===== config.mk =====
export PLATFORM = sky130hd
export DESIGN_NAME = audio_out_condition
export DESIGN_NICKNAME = d
export VERILOG_FILES = /design/src/rtl/aoc_pkg.sv /design/src/rtl/aoc_reset_sync.sv /design/src/rtl/aoc_offset_gen.sv /design/src/rtl/aoc_word_mux.sv /design/src/rtl/audio_out_condition.sv
export SDC_FILE = /design/constraint.sdc
export NUM_CORES = 1
export LEC_CHECK = 0
export ABC_CLOCK_PERIOD_IN_PS = 1300
export BUFFER_PORTS_ARGS = -buffer_cell sky130_fd_sc_hd__buf_2
export CAP_MARGIN = 20
export CORE_UTILIZATION = 40
export CTS_CLUSTER_SIZE = 8
export DETAILED_ROUTE_END_ITERATION = 12
export PLACE_DENSITY_LB_ADDON = 0.25
export SETUP_SLACK_MARGIN = 0.05
export SYNTH_ARGS = -nofsm -noshare
export SYNTH_HDL_FRONTEND = slang
export SYNTH_HIERARCHICAL = 1
export SYNTH_SLANG_ARGS = --single-unit

===== constraint.sdc =====
create_clock -name clk -period 1.3 [get_ports clk]
set_input_delay 0.26 -clock clk [delete_from_list [all_inputs] [get_ports clk]]
set_output_delay 0.26 -clock clk [all_outputs]
set_load 0.01 [all_outputs]

===== src/rtl/aoc_pkg.sv =====
package aoc_pkg;
  localparam int unsigned WIDE_W   = 18;
  localparam int unsigned NARROW_W = 16;

  typedef enum logic {
    WIDTH_NARROW = 1'b0,
    WIDTH_WIDE   = 1'b1
  } width_e;

  typedef struct packed {
    logic   ofs_en;
    logic   ofs_pos;
    width_e width;
    logic   force_ofs;
    logic   dpol;
  } ctrl_t;
endpackage


===== src/rtl/aoc_reset_sync.sv =====
module aoc_reset_sync #(
  parameter int unsigned STAGES = 2
) (
  input  logic clk,
  input  logic rst_n,
  output logic rst_sync_n
);
  logic [STAGES-1:0] chain_q;
  logic [STAGES-1:0] chain_d;

  always_comb begin
    chain_d = {chain_q[STAGES-2:0], 1'b1};
  end

  always_ff @(posedge clk or negedge rst_n) begin
    if (!rst_n) chain_q <= '0;
    else        chain_q <= chain_d;
  end

  assign rst_sync_n = chain_q[STAGES-1];
endmodule


===== src/rtl/aoc_offset_gen.sv =====
module aoc_offset_gen
  import aoc_pkg::*;
#(
  parameter int unsigned               W_WIDE     = WIDE_W,
  parameter int unsigned               W_NARROW   = NARROW_W,
  parameter logic [W_NARROW-1:0]       POS_NARROW = 16'h02AA,
  parameter logic [W_NARROW-1:0]       NEG_NARROW = 16'hFD55,
  parameter logic [W_WIDE-1:0]         POS_WIDE   = 18'h02AA8,
  parameter logic [W_WIDE-1:0]         NEG_WIDE   = 18'h3D554
) (
  input  logic              ofs_en,
  input  logic              ofs_pos,
  input  width_e            width,
  output logic [W_WIDE-1:0] code
);
  localparam int unsigned PAD_W = W_WIDE - W_NARROW;

  logic [W_WIDE-1:0] narrow_code;
  logic [W_WIDE-1:0] wide_code;

  always_comb begin
    narrow_code = {{PAD_W{1'b0}}, (ofs_pos ? POS_NARROW : NEG_NARROW)};
    wide_code   = ofs_pos ? POS_WIDE : NEG_WIDE;
    if (!ofs_en)                  code = '0;
    else if (width == WIDTH_WIDE) code = wide_code;
    else                          code = narrow_code;
  end
endmodule


===== src/rtl/aoc_word_mux.sv =====
module aoc_word_mux
  import aoc_pkg::*;
#(
  parameter int unsigned W_WIDE   = WIDE_W,
  parameter int unsigned W_NARROW = NARROW_W
) (
  input  logic [W_WIDE-1:0] sample,
  input  logic [W_WIDE-1:0] code,
  input  logic              force_ofs,
  input  width_e            width,
  input  logic              dpol,
  output logic [W_WIDE-1:0] word
);
  localparam int unsigned       PAD_W       = W_WIDE - W_NARROW;
  localparam logic [W_WIDE-1:0] NARROW_MASK = {{PAD_W{1'b0}}, {W_NARROW{1'b1}}};

  logic [W_WIDE-1:0] sample_fit;
  logic [W_WIDE-1:0] chosen;
  logic [W_WIDE-1:0] active_mask;

  always_comb begin
    if (width == WIDTH_WIDE) begin
      sample_fit  = sample;
      active_mask = '1;
    end else begin
      sample_fit  = {{PAD_W{1'b0}}, sample[W_WIDE-1 -: W_NARROW]};
      active_mask = NARROW_MASK;
    end
    chosen = force_ofs ? code : sample_fit;
    word   = dpol ? chosen : (~chosen & active_mask);
  end
endmodule


===== src/rtl/audio_out_condition.sv =====
module audio_out_condition
  import aoc_pkg::*;
#(
  parameter int unsigned W_WIDE      = WIDE_W,
  parameter int unsigned W_NARROW    = NARROW_W,
  parameter int unsigned SYNC_STAGES = 2
) (
  input  logic              clk,
  input  logic              rst_n,
  input  logic              smp_valid,
  input  logic [W_WIDE-1:0] smp_data,
  input  logic              ofs_en,
  input  logic              ofs_pos,
  input  logic              wide_sel,
  input  logic              mute,
  input  logic              init_n,
  input  logic              dpol,
  input  logic              sync_fault,
  output logic [W_WIDE-1:0] out_data,
  output logic              out_valid
);
  logic              rst_sync_n;
  ctrl_t             ctrl;
  logic [W_WIDE-1:0] ofs_code;
  logic [W_WIDE-1:0] word;
  logic [W_WIDE-1:0] data_d, data_q;
  logic              valid_d, valid_q;

  aoc_reset_sync #(.STAGES(SYNC_STAGES)) rsync_i (
    .clk        (clk),
    .rst_n      (rst_n),
    .rst_sync_n (rst_sync_n)
  );

  always_comb begin
    ctrl.ofs_en    = ofs_en;
    ctrl.ofs_pos   = ofs_pos;
    ctrl.width     = wide_sel ? WIDTH_WIDE : WIDTH_NARROW;
    ctrl.force_ofs = mute | ~init_n | sync_fault;
    ctrl.dpol      = dpol;
  end

  aoc_offset_gen #(.W_WIDE(W_WIDE), .W_NARROW(W_NARROW)) ofs_i (
    .ofs_en  (ctrl.ofs_en),
    .ofs_pos (ctrl.ofs_pos),
    .width   (ctrl.width),
    .code    (ofs_code)
  );

  aoc_word_mux #(.W_WIDE(W_WIDE), .W_NARROW(W_NARROW)) mux_i (
    .sample    (smp_data),
    .code      (ofs_code),
    .force_ofs (ctrl.force_ofs),
    .width     (ctrl.width),
    .dpol      (ctrl.dpol),
    .word      (word)
  );

  always_comb begin
    valid_d = smp_valid;
    data_d  = smp_valid ? word : data_q;
  end

  always_ff @(posedge clk or negedge rst_sync_n) begin
    if (!rst_sync_n) begin
      data_q  <= '0;
      valid_q <= 1'b0;
    end else begin
      data_q  <= data_d;
      valid_q <= valid_d;
    end
  end

  assign out_data  = data_q;
  assign out_valid = valid_q;

  assert_valid_after_strobe_R11: assert property (@(posedge clk) disable iff (!rst_sync_n)
    smp_valid |=> out_valid);
  assert_no_valid_without_strobe_R11: assert property (@(posedge clk) disable iff (!rst_sync_n)
    !smp_valid |=> !out_valid);
  assert_hold_between_strobes_R10: assert property (@(posedge clk) disable iff (!rst_sync_n)
    !smp_valid |=> $stable(out_data));
  assert_narrow_upper_zero_R1: assert property (@(posedge clk) disable iff (!rst_sync_n)
    (smp_valid && !wide_sel) |=> (out_data[W_WIDE-1:W_NARROW] == '0));
  assert_wide_passthrough_R2: assert property (@(posedge clk) disable iff (!rst_sync_n)
    (smp_valid && wide_sel && !mute && init_n && !sync_fault && dpol)
      |=> (out_data == $past(smp_data)));
  assert_disabled_offset_zero_R3: assert property (@(posedge clk) disable iff (!rst_sync_n)
    (smp_valid && (mute || !init_n || sync_fault) && !ofs_en && dpol) |=> (out_data == '0));
endmodule


==> summary.txt, run 1 <==
Multi-input logic area = 962 µm²
Yosys top cell area share = 33.6%
Row count = 22
HP Class = reg2async
Mapped cell area = 1560 µm²
FF-to-FF Start = out_data[15]$_DFFE_PN0P_
Die Wd = 64.5 µm
Worst R2R Setup Slack = 530 ps
Syn Inst Count = 146
Net switching power figure = 0.000547 W
Root Driver = clkbuf_8
Crit path launch = sync_fault
CP endpoint = out_data[16]$_DFFE_PN0P_
Crit path kind = in2reg
Clock latency at the later pin of the worst-skew pair = 260 ps
Die Area = 4160 µm²
Top_reg_cell synth = dfrtp_1
Syn avg cell area = 10.7 µm²
WP data arrival = 1520 ps
Post-synthesis sequential area ratio = 33.6%
Count of buffers from port buffering = 46
Area Growth Syn to Fin = 27.4%
Number of diodes = 0
Clock power share = 22.1%
Peak supply drop = 0.714 mV
Residual DRC = 0
Worst-case clock buffer depth = 2
Top cells by instance count after synthesis = dfrtp_1 (21), mux2i_1 (18), nand2_1 (16), xnor2_1 (16)
Switching Share = 29.1%
Max Freq = 727 MHz
GRT Total Usage = 17.0%
Routability congestion estimate = 0.800
Synth cell types = 23
Placed Cells = 229
Initial antenna violation count = 0
Final WL = 3.13 mm
Most frequent cell after synthesis = dfrtp_1
Hold_ws = 201 ps
Largest net degree at the start of global routing = 20
CP Launch Type = primary input
Failing checks = negative setup slack
First-pass GRT wire length = 5.50 mm
Crit Path Max Fanout = 5
Vias in the first global route = 1208
Via count = 1119
Synth warn = 6
WL/cell = 13.3 µm
Clock sinks = 21
Fraction of layout cells with a size suffix above 1 = 60.4%
Core Area = 3720 µm²
Final setup viols = 18
Initial Util = 42.1%
Reg2reg path depth = 1
Crit. End Element = flop
CTS tree = done
# IOs = 47
Final setup margin = -76.0 ps
Fin nets = 219
Clock transition at path regs = 80 ps
Post-Synthesis Net Count = 177
Period utilization = 106%
Worst Skew = 4.26 ps
Max-cap violations = 0
Post-synthesis async set-or-reset flop share = 100%
Outcome = finished, violations left
Dpl hpwl = 2.44 mm
Final non-filler cell total = 235
Placed Area = 1860 µm²
Fin crit period = 1380 ps
Worst EP required = 1450 ps
Global route overflow = 0
Final Hold Viols = 0
Lkg Pwr = 0.973 nW
Internal Pwr Total = 0.00133 W
Layout fillers = 358
Die Ht = 64.5 µm
Violation count after the first detailed-route iteration = 35
Htree depth = 1
Sequential fraction of design power = 42.6%
Largest cells by area after synthesis = dfrtp_1 (34%), mux2i_1 (12%), mux2_4 (9.6%), xnor2_1 (9.0%), buf_4 (6.2%)
CTS Buf Count = 3
Max-slew violations = 0
DRT Pass-1 Iters = 4
Drt via density = 4.76
Yosys reg bits = 21
EDFF count, synth = 0
Final instance area = 1990 µm²
RSZ-0062 raised after global routing = true
Register Area = 526 µm²
Reg2reg end = out_data[15]$_DFFE_PN0P_
Yosys top cell by area = dfrtp_1
Comb power frac = 35.2%
Power Density = 942 nW/µm²
Core Util, Final = 53.6%
DRT antenna net count = 0
-- area by class of cell --
cell class                 count  share of cell area [%]
sequential                    21                    26.4
timing repair buffer          58                    19.6
inverter                       2                   0.377
multi-input combinational    102                    48.3
clock buffer                   3                    2.07
tap                           48                    3.01
clock inverter                 1                   0.251
-- per-layer routing --
metal | up-vias | track usage, % | wire length (µm)
met2 | 36 | 28.0 | 1450
met1 | 513 | 21.4 | 1470
met4 | 0 | 5.00 | 42
met3 | 4 | 4.75 | 166
met5 | - | 0 | 0
li1 | 566 | - | -
-- cells in the final DEF, fill, tap and decap left out --
cell,netlist,routed
nand2_2,0,14
and2_2,1,1
dfrtp_1,21,21
buf_6,2,1
clkbuf_8,0,3
inv_1,2,2
a22o_1,4,4
clkinv_2,0,1
buf_4,13,6
nand2_1,16,2
ha_1,3,3
mux2_4,10,14
dlygate4sd3_1,0,1
buf_12,2,5
nor2b_1,3,2
o21ai_2,1,15
mux2i_1,18,18
buf_2,4,45
or3b_4,0,2
and2_1,3,3
xnor2_1,16,16
nor2b_2,1,2
o21ai_1,13,1
mux2_2,8,4
conb_1,1,1
-- power by group through the flow --
stage,sequential [W],combinational (W),clock [W]
floorplan,0.000865,0.000385,0
detailed placement,0.000812,0.000626,0
finish,0.000800,0.000661,0.000415
global placement,0.000810,0.000612,0
CTS,0.000803,0.000661,0.000438
global route,0.000814,0.000717,0.000466
-- critical path: stages --
cell    delay, ps
buf_6          90
or3b_4        450
a22o_1        260
a22o_1        200
mux2_4        260
-- through the flow --
| step | worst slack (ps) | power [W] | TNS [ps] |
|---|---|---|---|
| 2_1_floorplan | -208 | 0.00125 | -3680 |
| 3_3_place_gp | -363 | 0.00142 | -6010 |
| 3_5_place_dp | -381 | 0.00144 | -6280 |
| 4_1_cts | -53.7 | 0.00190 | -628 |
| 5_1_grt | -89.1 | 0.00200 | -1060 |
| 6_report | -76.0 | 0.00188 | -740 |
-- kinds of logic (layout without fill, tap and decap cells) --
kind of cell	after synthesis	after routing	share of synthesized area, %
xor+xnor	16	16	8.96
simple gates	25	26	7.84
flops	21	21	33.6
compound gates	20	20	7.60
buf+inv	24	64	12.5
other cells	1	1	0.240
mux	36	36	26.9
fa+ha+maj	3	3	2.40
-- registers in the layout, summed over array words and instances, names as in the netlist --
signal / count
out_data: 18
rsync_i/chain_q: 2
out_valid: 1
-- worst min-delay path by stage --
stage	to	depth (start not counted)	startpoint	slack [ps]
floorplan	rsync_i/chain_q[0]$_DFF_PN0_	0	rst_n	-40
CTS	out_data[14]$_DFFE_PN0P_	1	rsync_i/chain_q[1]$_DFF_PN0_	220
global placement	rsync_i/chain_q[1]$_DFF_PN0_	1	rst_n	50
detailed placement	rsync_i/chain_q[1]$_DFF_PN0_	1	rst_n	50
finish	out_data[14]$_DFFE_PN0P_	1	rsync_i/chain_q[1]$_DFF_PN0_	200
global route	out_data[5]$_DFFE_PN0P_	1	rsync_i/chain_q[1]$_DFF_PN0_	240
-- repair_timing --
item / 4_1_cts / 5_1_grt
pin swaps: 4 / 1
hold buffers: 1 / 0
gates resized for setup: 16 / 7
setup endpoints to repair: 18 / 18
buffers inserted: 0 / 0
hold endpoints to repair: 2 / 0
gates cloned: 1 / 0
No activity file was read; power rests on OpenSTA's default activity.
==> run 2, diff against run 1 <==
--- a/config.mk
+++ b/config.mk
@@ -5,13 +5,14 @@
 export SDC_FILE = /design/constraint.sdc
 export NUM_CORES = 1
 export LEC_CHECK = 0
+export ABC_AREA = 1
 export ABC_CLOCK_PERIOD_IN_PS = 1300
-export BUFFER_PORTS_ARGS = -buffer_cell sky130_fd_sc_hd__buf_2
 export CAP_MARGIN = 20
 export CORE_UTILIZATION = 40
 export CTS_CLUSTER_SIZE = 8
 export DETAILED_ROUTE_END_ITERATION = 12
-export PLACE_DENSITY_LB_ADDON = 0.25
+export DONT_BUFFER_PORTS = 1
+export PLACE_DENSITY = 0.54
 export SETUP_SLACK_MARGIN = 0.05
 export SYNTH_ARGS = -nofsm -noshare
 export SYNTH_HDL_FRONTEND = slang
==> summary.txt, run 2 <==
Top cells by instance count after synthesis = nand2_1 (157), nand3_1 (67), inv_1 (26)
Final WL = 4.98 mm (+59%)
Initial Util = 41.9% (-0.15 points)
Largest net degree at the start of global routing = 40 (+100%)
Fin crit period = 988 ps (-388 ps)
Switching Share = 33.5% (+4.4 points)
Post-synthesis sequential area ratio = 26.2% (-7.4 points)
Mux share of post-synthesis cell area = 0% (-27 points)
Largest register FFs = 18 (unchanged)
Largest family of logic cells by synthesized area = simple AND/OR/NAND/NOR gates
Net switching power figure = 0.000552 W (+0.93%)
Synth cell types = 17 (-26%)
Number of diodes = 0 (unchanged)
Clock latency at the later pin of the worst-skew pair = 270 ps (about the same)
Area Growth Syn to Fin = 0.125%
Final setup viols = 0 (-18)
Drt via density = 4.93 (+3.4%)
Core Area = 4790 µm² (+29%)
Post-synthesis async set-or-reset flop share = 100% (unchanged)
Commonest non-fill, non-tap cell in the layout = nand2_1
Peak supply drop = 0.339 mV (-53%)
Violation count after the first detailed-route iteration = 70 (+100%)
Clock transition at path regs = 80 ps (about the same)
Worst Skew = 2.52 ps (-1.74 ps)
Worst-case clock buffer depth = 2 (unchanged)
CTS tree = done
Synth Area in Simple Gates = 53.6% (+46 points)
Fin nets = 352 (+61%)
Clock power share = 27.8% (+5.7 points)
Die Ht = 72.8 µm (+13%)
Largest cells by area after synthesis = nand2_1 (29%), dfrtp_1 (26%), nand3_1 (17%), buf_4 (6.4%), or2_0 (5.0%)
Max-cap violations = 0 (unchanged)
Yosys top cell by area = nand2_1
# resized after CTS = 0 (-16)
Max-slew violations = 0 (unchanged)
Worst EP required = 1040 ps (-410 ps)
Htree depth = 1 (unchanged)
HP Class = in2reg
Dpl hpwl = 3.43 mm (+41%)
Final Hold Viols = 0 (unchanged)
Fraction of layout cells with a size suffix above 1 = 7.50% (-53 points)
WL/cell = 12.9 µm (-3.5%)
CTS Buf Count = 3 (unchanged)
Die Wd = 72.8 µm (+13%)
Synth warn = 6 (unchanged)
Crit path kind = reg2out
GRT Total Usage = 21.0% (+4.1 points)
Count of buffers from port buffering = 0 (-100%)
Yosys top cell area share = 29.4% (-4.2 points)
Root Driver = clkbuf_8
# IOs = 47 (unchanged)
DRT antenna net count = 0 (unchanged)
Outcome = complete, no violations
Yosys reg bits = 21 (unchanged)
Via count = 1906 (+70%)
Row count = 25 (+14%)
Xor and xnor area share after synthesis = 0% (-9.0 points)
Mapped cell area = 2010 µm² (+28%)
Initial antenna violation count = 0 (unchanged)
Hold_ws = 12.1 ps (-189 ps)
DRT Pass-1 Iters = 4 (unchanged)
Crit Path Max Fanout = 2 (-3)
Clock sinks = 21 (unchanged)
Global route overflow = 0 (unchanged)
Die Area = 5300 µm² (+27%)
Top_reg_cell synth = dfrtp_1
Sequential fraction of design power = 49.2% (+6.6 points)
Max Freq = 1010 MHz (+39%)
Routability congestion estimate = 0.815 (+1.9%)
Lkg Pwr = 1.10 nW (+13%)
WP data arrival = 730 ps (-790 ps)
Period utilization = 76.0% (-30 points)
Most frequent cell after synthesis = nand2_1
Residual DRC = 0 (unchanged)
Post-synthesis adder-cell area fraction = 1.87% (-0.53 points)
Power Density = 820 nW/µm² (-13%)
RSZ-0062 raised after global routing = false
First-pass GRT wire length = 8.61 mm (+57%)
Crit. End Element = output port
Vias in the first global route = 1815 (+50%)
Internal Pwr Total = 0.00110 W (-18%)
Syn avg cell area = 5.96 µm² (-44%)
EDFF count, synth = 0 (unchanged)
Syn Inst Count = 337 (+130%)
Setup_tns = 0 ps (+740 ps)
Most frequent cells in the layout = nand2_1 (157), nand3_1 (67), inv_1 (26)
Post-synthesis compound-gate area fraction = 0% (-7.6 points)
Post-Synthesis Net Count = 368 (+110%)
Comb power frac = 23.1% (-12 points)
CP Launch Type = flop
-- run 2: cell count changes after synthesis, moves of 4 or more --
cell	previous run	this run
mux2i_1	18	0
inv_1	2	26
buf_2	4	10
xnor2_1	16	0
mux2_2	8	0
o21ai_1	13	0
nand3_1	0	67
mux2_4	10	0
nand2_1	16	157
buf_4	13	17
a22o_1	4	0
nand2_2	0	5
or2_0	0	16
-- run 2: final cells by class --
class / count / area [µm²]
fillers: 517 / 2780
well taps: 67 / 83.8
repair buffers: 11 / 110
multi-input cells: 253 / 1120
clock buffers: 3 / 41.3
inverters: 31 / 126
flip-flops and latches: 21 / 526
clock inverters: 1 / 5.00
-- run 2: power groups by stage --
stage	logic, W	clock network (W)	registers, W
finish	0.000380	0.000458	0.000810
global route	0.000454	0.000488	0.000821
CTS	0.000387	0.000470	0.000813
detailed placement	0.000382	0	0.000825
global placement	0.000380	0	0.000824
floorplan	0.000370	0	0.000814
-- run 2: worst paths after layout --
kind | start | to | slack, ps | depth (start not counted)
setup / recovery | out_data[5]$_DFFE_PN0P_ | out_data[5] | 310 | 0
hold / removal | smp_valid | out_valid$_DFF_PN0_ | 10 | 0
setup reg to reg | out_data[5]$_DFFE_PN0P_ | out_data[5]$_DFFE_PN0P_ | 600 | 2
hold reg to reg | rsync_i/chain_q[1]$_DFF_PN0_ | out_data[11]$_DFFE_PN0P_ | 210 | 1
max in group asynchronous | rsync_i/chain_q[1]$_DFF_PN0_ | out_data[13]$_DFFE_PN0P_ | 880 | 1
min in group asynchronous | rst_n | rsync_i/chain_q[1]$_DFF_PN0_ | 210 | 1
-- run 2: metal layers --
| layer | GRT usage [%] | wire length [µm] | vias up |
|---|---|---|---|
| li1 | - | - | 988 |
| met1 | 28.3 | 2270 | 851 |
| met2 | 33.6 | 2260 | 62 |
| met3 | 4.01 | 373 | 5 |
| met4 | 7.41 | 72 | 0 |
| met5 | 0 | 0 | - |
-- run 2: timing repair --
| item | 4_1_cts | 5_1_grt |
|---|---|---|
| setup endpoints to repair | 0 | 0 |
| buffers inserted | 0 | 0 |
| hold buffers | 1 | 0 |
| endpoints found under the hold margin | 2 | 0 |
-- run 2: stage by stage --
step           power [W]  utilization [%]  std cells  instance area (µm²)  worst slack (ps)
6_report         0.00165             42.0        387                 2010               312
5_1_grt          0.00176             42.0        387                 2010               264
4_1_cts          0.00167             42.0        387                 2010               312
3_5_place_dp     0.00121             40.8        382                 1950              81.1
3_3_place_gp     0.00120             40.8        382                 1950              80.7
2_1_floorplan    0.00118                -        337                 2010              62.6
-- run 2: kinds of logic (layout without fill, tap and decap cells) --
family	count (synthesis)	in the layout
adders and majority gates	3	3
other	1	1
buffers and inverters	63	46
DFF	21	21
and+or+nand+nor	249	249
==> run 3, diff against run 2 <==
--- a/config.mk
+++ b/config.mk
@@ -6,7 +6,7 @@
 export NUM_CORES = 1
 export LEC_CHECK = 0
 export ABC_AREA = 1
-export ABC_CLOCK_PERIOD_IN_PS = 1300
+export ABC_CLOCK_PERIOD_IN_PS = 1000
 export CAP_MARGIN = 20
 export CORE_UTILIZATION = 40
 export CTS_CLUSTER_SIZE = 8
==> constraint.sdc (replaced) <==
create_clock -name clk -period 1 [get_ports clk]
set_input_delay 0.2 -clock clk [delete_from_list [all_inputs] [get_ports clk]]
set_output_delay 0.2 -clock clk [all_outputs]
set_load 0.01 [all_outputs]
==> summary.txt, run 3 (same netlist as run 2, synthesis figures left out) <==
HP Class = in2reg
Max-slew violations = 0 (unchanged)
Final Hold Viols = 0 (unchanged)
Row count = 25 (unchanged)
Clock sinks = 21 (unchanged)
Lkg Pwr = 1.11 nW (+0.93%)
Core Area = 4790 µm² (unchanged)
Final setup margin = 118 ps (-194 ps)
# IOs = 47 (unchanged)
Max-cap violations = 0 (unchanged)
Period utilization = 88.2%
DRT antenna net count = 0 (unchanged)
Worst Skew = 1.80 ps (-0.723 ps)
Fin crit period = 882 ps
Largest register FFs = 18 (unchanged)
Initial antenna violation count = 0 (unchanged)
WL/cell = 12.1 µm (-6.0%)
Dpl hpwl = 3.42 mm (-0.43%)
WP data arrival = 680 ps (-50 ps)
Crit. End Element = output port
Routability congestion estimate = 0.780 (-4.3%)
Worst-case clock buffer depth = 2 (unchanged)
Root Driver = clkbuf_8
RSZ-0062 raised after global routing = false
Area Growth Syn to Fin = 4.43%
Die Area = 5300 µm² (unchanged)
Violation count after the first detailed-route iteration = 125 (+79%)
Peak supply drop = 0.369 mV (+9.1%)
GRT Total Usage = 18.5% (-2.5 points)
Commonest non-fill, non-tap cell in the layout = nand2_1
CP Launch Type = flop
Initial Util = 41.9% (unchanged)
Fraction of layout cells with a size suffix above 1 = 10.6% (+3.1 points)
Final setup viols = 0 (unchanged)
Crit Path Max Fanout = 2 (unchanged)
First-pass GRT wire length = 7.71 mm (-10%)
Most frequent cells in the layout = nand2_1 (156), nand3_1 (64), inv_1 (22)
Final WL = 4.69 mm (-5.8%)
Outcome = complete, no violations
Vias in the first global route = 1636 (-9.9%)
DRT Pass-1 Iters = 4 (unchanged)
Htree depth = 1 (unchanged)
Number of diodes = 0 (unchanged)
Final Power = 0.00211 W (+28%)
Clock transition at path regs = 70 ps (about the same)
CTS Buf Count = 3 (unchanged)
Count of buffers from port buffering = 0 (unchanged)
Largest net degree at the start of global routing = 40 (unchanged)
Layout fillers = 528 (+2.1%)
Fin nets = 353 (+0.28%)
Drt via density = 4.77 (-3.2%)
Die Wd = 72.8 µm (unchanged)
Setup Buffers After CTS = 0 (unchanged)
Worst EP required = 800 ps (-240 ps)
Global route overflow = 0 (unchanged)
Crit path kind = reg2out
Die Ht = 72.8 µm (unchanged)
Power Density = 1010 nW/µm² (+23%)
Max Freq = 1130 MHz
Via count = 1850 (-2.9%)
Clock latency at the later pin of the worst-skew pair = 250 ps (-20 ps)
Residual DRC = 0 (unchanged)
CTS tree = done
Dpl ws = -101 ps (-183 ps)
Worst R2R Setup Slack = 340 ps (-260 ps)
[run 3: cell count changes in the layout (fill, tap and decap cells not counted), sizes merged]
cell	delta
clkbuf	+1
clkinv	-1
dlygate4sd3	+1
[run 3: per-layer routing]
layer / track usage, % / share of wire, % / up-vias
met5: 0 / 0 / -
met4: 6.54 / 1.6 / 0
met3: 2.62 / 6.6 / 7
met2: 28.5 / 44 / 58
met1: 26.5 / 48 / 792
li1: - / - / 993
[run 3: cell type report]
| type | count | area [µm²] | share of cell area (%) |
|---|---|---|---|
| tap | 67 | 83.8 | 4.00 |
| clock buffer | 4 | 45.0 | 2.15 |
| sequential | 21 | 526 | 25.1 |
| multi-input combinational | 253 | 1160 | 55.2 |
| inverter | 31 | 151 | 7.22 |
| timing repair buffer | 12 | 133 | 6.33 |
[run 3: metrics by stage]
| stage | hold WS [ps] | util, % | instance area [µm²] | setup TNS (ps) | instances |
|---|---|---|---|---|---|
| after floorplan | -95.6 | - | 2080 | -947 | 337 |
| after global placement | -95.5 | 42.4 | 2030 | -954 | 382 |
| after detailed placement | -95.5 | 42.4 | 2030 | -1130 | 382 |
| after CTS | 50.7 | 43.8 | 2100 | 0 | 388 |
| after global routing | 52.6 | 43.8 | 2100 | 0 | 388 |
| final | 58.1 | 43.8 | 2100 | 0 | 388 |
[run 3: worst paths after layout]
check / start / to / depth (start not counted)
min reg2reg: rsync_i/chain_q[1]$_DFF_PN0_ / out_valid$_DFF_PN0_ / 1
max: out_data[11]$_DFFE_PN0P_ / out_data[11] / 0
max in group asynchronous: rsync_i/chain_q[1]$_DFF_PN0_ / out_data[6]$_DFFE_PN0P_ / 1
min: smp_valid / out_data[10]$_DFFE_PN0P_ / 2
min in group asynchronous: rst_n / rsync_i/chain_q[0]$_DFF_PN0_ / 1
max reg2reg: out_data[6]$_DFFE_PN0P_ / out_data[6]$_DFFE_PN0P_ / 2
[run 3: report_power, final]
group	switching [W]	internal, W	total, W
combinational	0.000306	0.000226	0.000532
clock	0.000252	0.000283	0.000535
sequential	0.000106	0.000941	0.00105
[run 3: worst reg2reg max path, stage by stage, from the launching register on]
cell	delay (ps)
dfrtp_1	430
nand2_2	90
nand2_1	50
[run 3: timing repair]
item | CTS | global route
hold buffers | 2 | 0
hold endpoints to repair | 3 | 0
resized for setup | 0 | 0
